<file path="config.mk">
export PLATFORM = sky130hd
export DESIGN_NAME = flp_codec
export DESIGN_NICKNAME = d
export VERILOG_FILES = /design/src/rtl/flp_pkg.sv /design/src/rtl/flp_tx.sv /design/src/rtl/flp_rx.sv /design/src/rtl/flp_codec.sv
export SDC_FILE = /design/constraint.sdc
export NUM_CORES = 1
export LEC_CHECK = 0
export BUFFER_PORTS_ARGS = -buffer_cell sky130_fd_sc_hd__buf_2
export CAP_MARGIN = 10
export CORE_UTILIZATION = 55
export CTS_CLUSTER_SIZE = 14
export DETAILED_ROUTE_END_ITERATION = 10
export PLACE_DENSITY = 0.73
export SLEW_MARGIN = 30
export SYNTH_ARGS = -nofsm -noshare
export SYNTH_HDL_FRONTEND = slang
export SYNTH_SLANG_ARGS = --single-unit
</file>
<file path="constraint.sdc">
create_clock -name clk -period 3.2 [get_ports clk]
set_input_delay 0.32 -clock clk [delete_from_list [all_inputs] [get_ports clk]]
set_output_delay 0.32 -clock clk [all_outputs]
set_load 0.02 [all_outputs]
</file>
<file path="src/rtl/flp_pkg.sv">
// Shared types and constants for the link pulse burst codec.
// Assumes a 16-bit code word whose low five bits are a fixed selector.
package flp_pkg;
    localparam int WORD_W = 16;
    localparam int SEL_W  = 5;
    localparam int ABIL_W = WORD_W - SEL_W;
    localparam int SLOTS  = 2 * WORD_W + 1;
    localparam logic [SEL_W-1:0] SEL_CODE = 5'b00001;

    typedef enum logic [1:0] {TX_IDLE, TX_BURST, TX_GAP} tx_state_e;
    typedef enum logic       {RX_IDLE, RX_RUN} rx_state_e;
endpackage

</file>
<file path="src/rtl/flp_tx.sv">
// Transmit half: turns an ability field into a pulse-request stream.
// Slot k is emitted k*HALF_CYC cycles after the first pulse. Even slots are
// framing pulses and odd slot 2i+1 carries word bit i.
// Assumes HALF_CYC >= 2 and GAP_CYC >= 1.
module flp_tx
    import flp_pkg::*;
#(
    parameter int HALF_CYC = 12500,
    parameter int GAP_CYC  = 3200000
) (
    input  logic              clk,
    input  logic              rst_n,
    input  logic              start,
    input  logic [ABIL_W-1:0] ability,
    output logic              pulse,
    output logic              busy
);
    localparam int HW = $clog2(HALF_CYC + 1);
    localparam int GW = $clog2(GAP_CYC + 1);
    localparam int PW = $clog2(SLOTS + 1);

    tx_state_e          state;
    logic [HW-1:0]      cnt;
    logic [PW-1:0]      pos;
    logic [GW-1:0]      gcnt;
    logic [WORD_W-1:0]  word;

    // Sequencer: idle -> burst of SLOTS positions -> quiet gap -> idle.
    always_ff @(posedge clk) begin
        if (!rst_n) begin
            state <= TX_IDLE;
            cnt   <= '0;
            pos   <= '0;
            gcnt  <= '0;
            word  <= '0;
        end else begin
            case (state)
                TX_IDLE: begin
                    if (start) begin
                        word  <= {ability, SEL_CODE};
                        pos   <= '0;
                        cnt   <= '0;
                        state <= TX_BURST;
                    end
                end
                TX_BURST: begin
                    if (pos == PW'(SLOTS - 1) && cnt == '0) begin
                        state <= TX_GAP;
                        gcnt  <= '0;
                    end else if (cnt == HW'(HALF_CYC - 1)) begin
                        cnt <= '0;
                        pos <= pos + 1'b1;
                    end else begin
                        cnt <= cnt + 1'b1;
                    end
                end
                TX_GAP: begin
                    if (gcnt == GW'(GAP_CYC - 1)) state <= TX_IDLE;
                    else                          gcnt  <= gcnt + 1'b1;
                end
                default: state <= TX_IDLE;
            endcase
        end
    end

    // Pulse request: framing on even slots, data bit on odd slots.
    always_comb begin
        pulse = (state == TX_BURST) && (cnt == '0) &&
                (!pos[0] || word[pos[4:1]]);
    end

    assign busy = (state != TX_IDLE);

    assert_pulse_inside_busy_R2: assert property (@(posedge clk) disable iff (!rst_n)
        pulse |-> busy);
    assert_pulses_never_adjacent_R2: assert property (@(posedge clk) disable iff (!rst_n)
        pulse |=> !pulse);
    assert_start_gives_first_pulse_R2: assert property (@(posedge clk) disable iff (!rst_n)
        (start && !busy) |=> pulse);
    assert_busy_blocks_restart_R5: assert property (@(posedge clk) disable iff (!rst_n)
        (busy && state == TX_BURST && cnt != '0) |=> $stable(word));
endmodule

</file>
<file path="src/rtl/flp_rx.sv">
// Receive half: recovers a code word from a stream of pulse-detect strobes.
// It times each pulse from the last accepted framing pulse. A pulse at
// HALF_CYC +/- TOL_CYC sets the current bit. A pulse at 2*HALF_CYC +/- TOL_CYC
// is the next framing pulse. Other pulses are ignored. Silence past the
// framing window drops the burst.
// Assumes TOL_CYC < HALF_CYC/2, so the two windows never overlap.
module flp_rx
    import flp_pkg::*;
#(
    parameter int HALF_CYC = 12500,
    parameter int TOL_CYC  = 1600
) (
    input  logic              clk,
    input  logic              rst_n,
    input  logic              det,
    output logic              valid,
    output logic [WORD_W-1:0] word
);
    localparam int LIM = 2 * HALF_CYC + TOL_CYC;
    localparam int TW  = $clog2(LIM + 1);
    localparam logic [TW-1:0] D_LO = TW'(HALF_CYC - TOL_CYC);
    localparam logic [TW-1:0] D_HI = TW'(HALF_CYC + TOL_CYC);
    localparam logic [TW-1:0] F_LO = TW'(2 * HALF_CYC - TOL_CYC);
    localparam logic [TW-1:0] F_HI = TW'(LIM);

    rx_state_e          state;
    logic [TW-1:0]      t;
    logic [3:0]         fcnt;
    logic               bitcur;
    logic [WORD_W-1:0]  shreg;
    logic               in_data, in_frame;

    // Window decode on the time since the last framing pulse.
    always_comb begin
        in_data  = (t >= D_LO) && (t <= D_HI);
        in_frame = (t >= F_LO) && (t <= F_HI);
    end

    // Burst tracker: framing windows, data sampling and word assembly.
    always_ff @(posedge clk) begin
        if (!rst_n) begin
            state  <= RX_IDLE;
            t      <= '0;
            fcnt   <= '0;
            bitcur <= 1'b0;
            shreg  <= '0;
            word   <= '0;
            valid  <= 1'b0;
        end else begin
            valid <= 1'b0;
            case (state)
                RX_IDLE: begin
                    if (det) begin
                        state  <= RX_RUN;
                        t      <= TW'(1);
                        fcnt   <= '0;
                        bitcur <= 1'b0;
                    end
                end
                RX_RUN: begin
                    if (det && in_frame) begin
                        t      <= TW'(1);
                        shreg  <= {bitcur, shreg[WORD_W-1:1]};
                        bitcur <= 1'b0;
                        fcnt   <= fcnt + 1'b1;
                        if (fcnt == 4'd15) begin
                            word  <= {bitcur, shreg[WORD_W-1:1]};
                            valid <= 1'b1;
                            state <= RX_IDLE;
                        end
                    end else if (t == F_HI) begin
                        state <= RX_IDLE;
                    end else begin
                        t <= t + 1'b1;
                        if (det && in_data) bitcur <= 1'b1;
                    end
                end
                default: state <= RX_IDLE;
            endcase
        end
    end

    assert_valid_single_cycle_R6: assert property (@(posedge clk) disable iff (!rst_n)
        valid |=> !valid);
    assert_valid_follows_pulse_R10: assert property (@(posedge clk) disable iff (!rst_n)
        valid |-> $past(det));
    assert_timer_bounded_R9: assert property (@(posedge clk) disable iff (!rst_n)
        (state == RX_RUN) |-> (t <= F_HI));
endmodule

</file>
<file path="src/rtl/flp_codec.sv">
// Top of the link pulse burst codec: independent transmit and receive halves
// sharing one clock. All timing is in clock cycles, set by parameters.
module flp_codec
    import flp_pkg::*;
#(
    parameter int HALF_CYC = 12500,
    parameter int TOL_CYC  = 1600,
    parameter int GAP_CYC  = 3200000
) (
    input  logic        clk,
    input  logic        rst_n,
    input  logic        tx_start,
    input  logic [10:0] tx_ability,
    output logic        tx_pulse,
    output logic        tx_busy,
    input  logic        rx_det,
    output logic        rx_valid,
    output logic [15:0] rx_word
);
    // Transmit half.
    flp_tx #(.HALF_CYC(HALF_CYC), .GAP_CYC(GAP_CYC)) u_tx (
        .clk     (clk),
        .rst_n   (rst_n),
        .start   (tx_start),
        .ability (tx_ability),
        .pulse   (tx_pulse),
        .busy    (tx_busy)
    );

    // Receive half.
    flp_rx #(.HALF_CYC(HALF_CYC), .TOL_CYC(TOL_CYC)) u_rx (
        .clk   (clk),
        .rst_n (rst_n),
        .det   (rx_det),
        .valid (rx_valid),
        .word  (rx_word)
    );
endmodule

</file>
# After elaboration in Yosys (flattened, before gate mapping)
# Cells that the tools add are included.
# word_totals
wordCells	100
regBits	110
inputBits	15
output_inout_bits	19
# op_classes
n_mux	35
add_sub_neg	5
magnitude_cmp	5
reduce_logical	25
n_eq_ne	17
bitwise	1
# ops
cell	n
$mux 15	3
$mux 22	2
$pmux 22 s2	1
$mux 14	3
$pmux 15 s2	1
$pmux 14 s2	1
$add 22x1->22 const B	1
$eq 22x22->1 const B	1
$mux 6	3
$reduce_and 3->1	6
$add 15x1->15 const B	1
$eq 15x15->1 const B	1
$ge 15x14->1 const B	1
$ge 15x15->1 const B	1
$le 15x14->1 const B	1
$le 15x15->1 const B	1
$add 14x1->14 const B	1
$eq 14x14->1 const B	1
$logic_not 14->1	1
$pmux 6 s2	1
$mux 1	10
$ne 2x2->1 const B	5
$mux 4	2
$pmux 4 s2	1
other kinds (21)	38

# Depth between registers and ports, before layout
# logic_depth
word_depth	7
depth_mapped	10
mapped_depth_nobuf	7

# Hierarchy
# From an unflattened synthesis, not the netlist that was laid out.
# unflattened
hier_cells	672
area_unflattened_um2	5514.0
# by_module_without_submodules
mod	cells_each	area_per_inst_um2	n_inst	seq_area_each_um2
flp_tx	367	2947.8	1	1121.1
flp_rx	305	2566.2	1	1061.0

# Least setup slack after synthesis
# OpenSTA, ideal clock, no wires.
# synth_path
path_type	reg2reg
from	register u_tx.cnt[4]
to	register u_tx.gcnt[16]
path_buffers	2
arrival_ns	2.446
stages_incl_launch_ff	8
t_required_ns	3.082
slack_ns	0.636
setup_ns	0.118
period_less_slack_ns	2.564
cell_sequence	dfxtp_1 > or4_4 > or4_4 > buf_6 > o21a_4 > buf_6 > or4_4 > mux2i_1
# synth_via
elab_chain_len	4
# synth_rtl
element	line	rtl
start: declaration	flp_tx.sv:23	logic [HW-1:0] cnt;
start signal: assignment	flp_tx.sv:54	cnt <= cnt + 1'b1;
$logic_not 14->1	flp_tx.sv:47	if (pos == PW'(SLOTS - 1) && cnt == '0) begin
$logic_and 1x1->1	flp_tx.sv:47	
$ne 2x1->1 (no source line)	n/a	
$reduce_and 3->1 (no source line)	n/a	
end signal: assignment	flp_tx.sv:59	else gcnt <= gcnt + 1'b1;
end: declaration	flp_tx.sv:25	logic [GW-1:0] gcnt;
# Every way passes these cells.
# A chain may end at the register's enable or synchronous reset.

# Final worst setup path
# layout_path
from	register u_tx.cnt[4]
to	register u_tx.gcnt[4]
# Same word-level chain as after synthesis.

==> summary.txt <==
Critical path
  • Worst Setup End Kind: flop
  • Crit start category: flop
  • Crit path max-delay family: simple AND/OR/NAND/NOR gates
  • Top cell by count, worst path: or4_4
  • Critical path arrival: 2880 ps
  • Critical Path Slowest Stage Cell: o41a_2
  • Crit Path Category: flop to flop
  • Max Fanout on Critical Path: 42
  • WP buf/inv: 0
  • Crit path largest cell delay: 700 ps
  • CP cell instances: or4_4 > or4_4 > o41a_2 > nand2b_1 > mux2i_1
  • WP data required: 3440 ps

Final layout
  • Ratio of cells with drive above 1 in the final layout: 11.0%
  • ANT cells: 0
  • Most common cell after layout, fill and taps aside: nand2_1
  • Commonest cells after routing, fill and taps aside: 113 x nand2_1, 109 x dfxtp_1, 57 x mux2i_1
  • Synth-to-Final Area Change: 7.70%
  • Nets: 674

Clock network
  • Clk pin slew, worst setup/hold paths: 120 ps
  • Clock Tree Buf Depth: 2
  • Clock Tree Root: clkbuf_8
  • CTS hold repair buffers: 0
  • Post-CTS Repair Setup Buffers: 0
  • CTS buffer count: 9
  • Post-CTS Resized: 0
  • Clock sink count: 109
  • H-tree levels: 3
  • Clk_lat worst skew: 370 ps
  • CTS tree: done

Die
  • Core area: 9370 um^2
  • Die W: 101 um
  • Ports: 34
  • Die ar.: 10200 um^2
  • Site Rows: 35
  • Die H: 101 um
  • Initial Utilization: 57.4%

STA
  • Setup TNS: 0 ps
  • Worst Skew: 13.7 ps
  • RSZ-0062 raised after global routing: no
  • Slew @ Worst Pin: 700 ps
  • Final setup violation count: 0
  • Final hold vios: 0
  • Worst rel slew slack: 53.3%
  • Post-route setup slack: 562 ps
  • Final period utilization: 82.4%
  • Tmin final: 2640 ps
  • Achievable frequency: 0.379 GHz
  • Slew Limit Fails: 0

Drt
  • Router iterations before antenna repair: 4
  • Drc violations: 0
  • Vias per cell: 5.69
  • Routed len/inst: 13.6 um
  • First DRT Iteration DRCs: 145
  • Drt total wl: 10600 um
  • Post-detailed-route count of antenna-violating nets: 0
  • Vias: 4442

GRT
  • Largest net degree at the start of global routing: 48
  • Total grt overflow: 0
  • Vias in the first global route: 4118
  • Total track usage: 21.6%
  • Initial antenna violation count: 0
  • Global-route wire length before repair: 18100 um

Yosys
  • Number of synthesized flops with an enable pin: 0
  • FFs w/ async S/R, synth: 0%
  • Ys Warns: 0
  • Syn_nets: 661
  • Mean Syn Cell Area: 8.49 um^2
  • Yosys cell types: 59
  • Mapped Area: 5380 um^2
  • Seq/Total Area, Yosys: 40.5%
  • Top_reg_cell synth: dfxtp_1
  • Synthesized netlist cell count: 634
  • Yosys reg bits: 109

Power
  • Leak pwr: 2.17 nW
  • Sequential share of power: 47.4%
  • Switch Pwr: 1.09 mW
  • Power Density: 529 nW/um^2
  • Clock power frac: 27.9%
  • Switching Fraction: 35.5%
  • Peak VDD IR: 353 uV
  • Share of total power in combinational logic: 24.7%
  • Int Power: 1.98 mW

Min path
  • Worst hold path type: input port to flop

Run
  • Max-Cap Viols: 0

Outcome
  • Status: complete, no violations

Place
  • Dpl hpwl: 7450 um
  • IO buf count: 33
  • Pre-CTS WS: 601 ps
  • GPL Wtd Cong: 0.854
-- layer usage --
layer / track usage (%) / share of wire [%]
met5: 0 / 0
met4: 6.35 / 1.4
met3: 4.44 / 3.1
met2: 37.7 / 48
met1: 26.9 / 47
-- worst reg2reg max path, stage by stage, from the launching register on --
cell and delay, ps:
dfxtp_1 380, or4_4 560, or4_4 590, o41a_2 700
nand2b_1 190, mux2i_1 90
-- power by group through the flow --
stage	clock [mW]	combinational (mW)	sequential (mW)
2_1_floorplan	0	0.608	1.47
3_3_place_gp	0	0.719	1.48
3_5_place_dp	0	0.754	1.48
4_1_cts	0.877	0.760	1.45
5_1_grt	0.933	0.850	1.46
6_report	0.855	0.759	1.45
-- metrics by stage --
| step | power, mW | util [%] | cells | hold WS [ps] | instance area [um^2] |
|---|---|---|---|---|---|
| finish | 3.07 | 61.8 | 781 | 165 | 5800 |
| global route | 3.25 | 61.8 | 781 | 149 | 5800 |
| CTS | 3.09 | 61.8 | 781 | 145 | 5800 |
| detailed placement | 2.24 | 59.6 | 765 | 444 | 5590 |
| global placement | 2.20 | 59.6 | 765 | 440 | 5590 |
| floorplan | 2.08 | - | 634 | 432 | 5380 |
-- cell type report --
class                      count  area, um^2
fill                         850        3580
multi-input combinational    467        2960
sequential                   109        2180
timing repair buffer          39         210
tap                          129         161
clock buffer                   9         124
clock inverter                 7        83.8
inverter                      21        78.8
-- worst paths after layout --
check / cells after the start / slack [ps] / end / start
setup / recovery: 5 / 560 / u_tx.gcnt[4]$_SDFFE_PN0P_ / u_tx.cnt[4]$_SDFFE_PN0P_
hold / removal: 3 / 170 / u_tx.word[10]$_SDFFE_PN0P_ / tx_ability[5]
setup reg to reg: 5 / 560 / u_tx.gcnt[4]$_SDFFE_PN0P_ / u_tx.cnt[4]$_SDFFE_PN0P_
hold reg to reg: 2 / 460 / u_tx.word[14]$_SDFFE_PN0P_ / u_tx.word[14]$_SDFFE_PN0P_
-- kinds of logic (layout without fill, tap and decap cells) --
logic type	after synthesis	count (layout)	synth area share, %
simple gates	290	290	27.6
compound gates	91	91	10.6
flops	109	109	40.5
mux	61	61	11.9
xor+xnor	13	13	2.12
fa+ha+maj	12	12	2.79
buf+inv	58	76	4.53
-- sequential cells by signal, indices dropped and copies added (netlist names) --
| register | count |
|---|---|
| u_rx.state | 1 |
| u_tx.gcnt | 22 |
| u_tx.state | 2 |
| u_rx.valid | 1 |
| u_tx.cnt | 14 |
| u_rx.fcnt | 4 |
| u_tx.pos | 6 |
| u_tx.word | 12 |
| u_rx.word | 16 |
| u_rx.t | 15 |
| u_rx.bitcur | 1 |
| u_rx.shreg | 15 |
-- cells in the mapped netlist (11+ instances only) --
cell type  instances  share of area (%)
inv_1             21                1.5
o21ai_0           20                1.9
nor2_1            29                2.0
ha_1              12                2.8
or4_1             11                1.5
dfxtp_1          109                 41
a21oi_1           34                3.2
nand4_1           14                1.6
mux2i_1           57                 11
nand2b_1          23                2.7
or3_1             12                1.4
nand3_1           28                2.6
nand2_1          113                7.9
nor4_1            12                1.4
clkbuf_1          27                1.9
(Power assumes the default switching activity.)
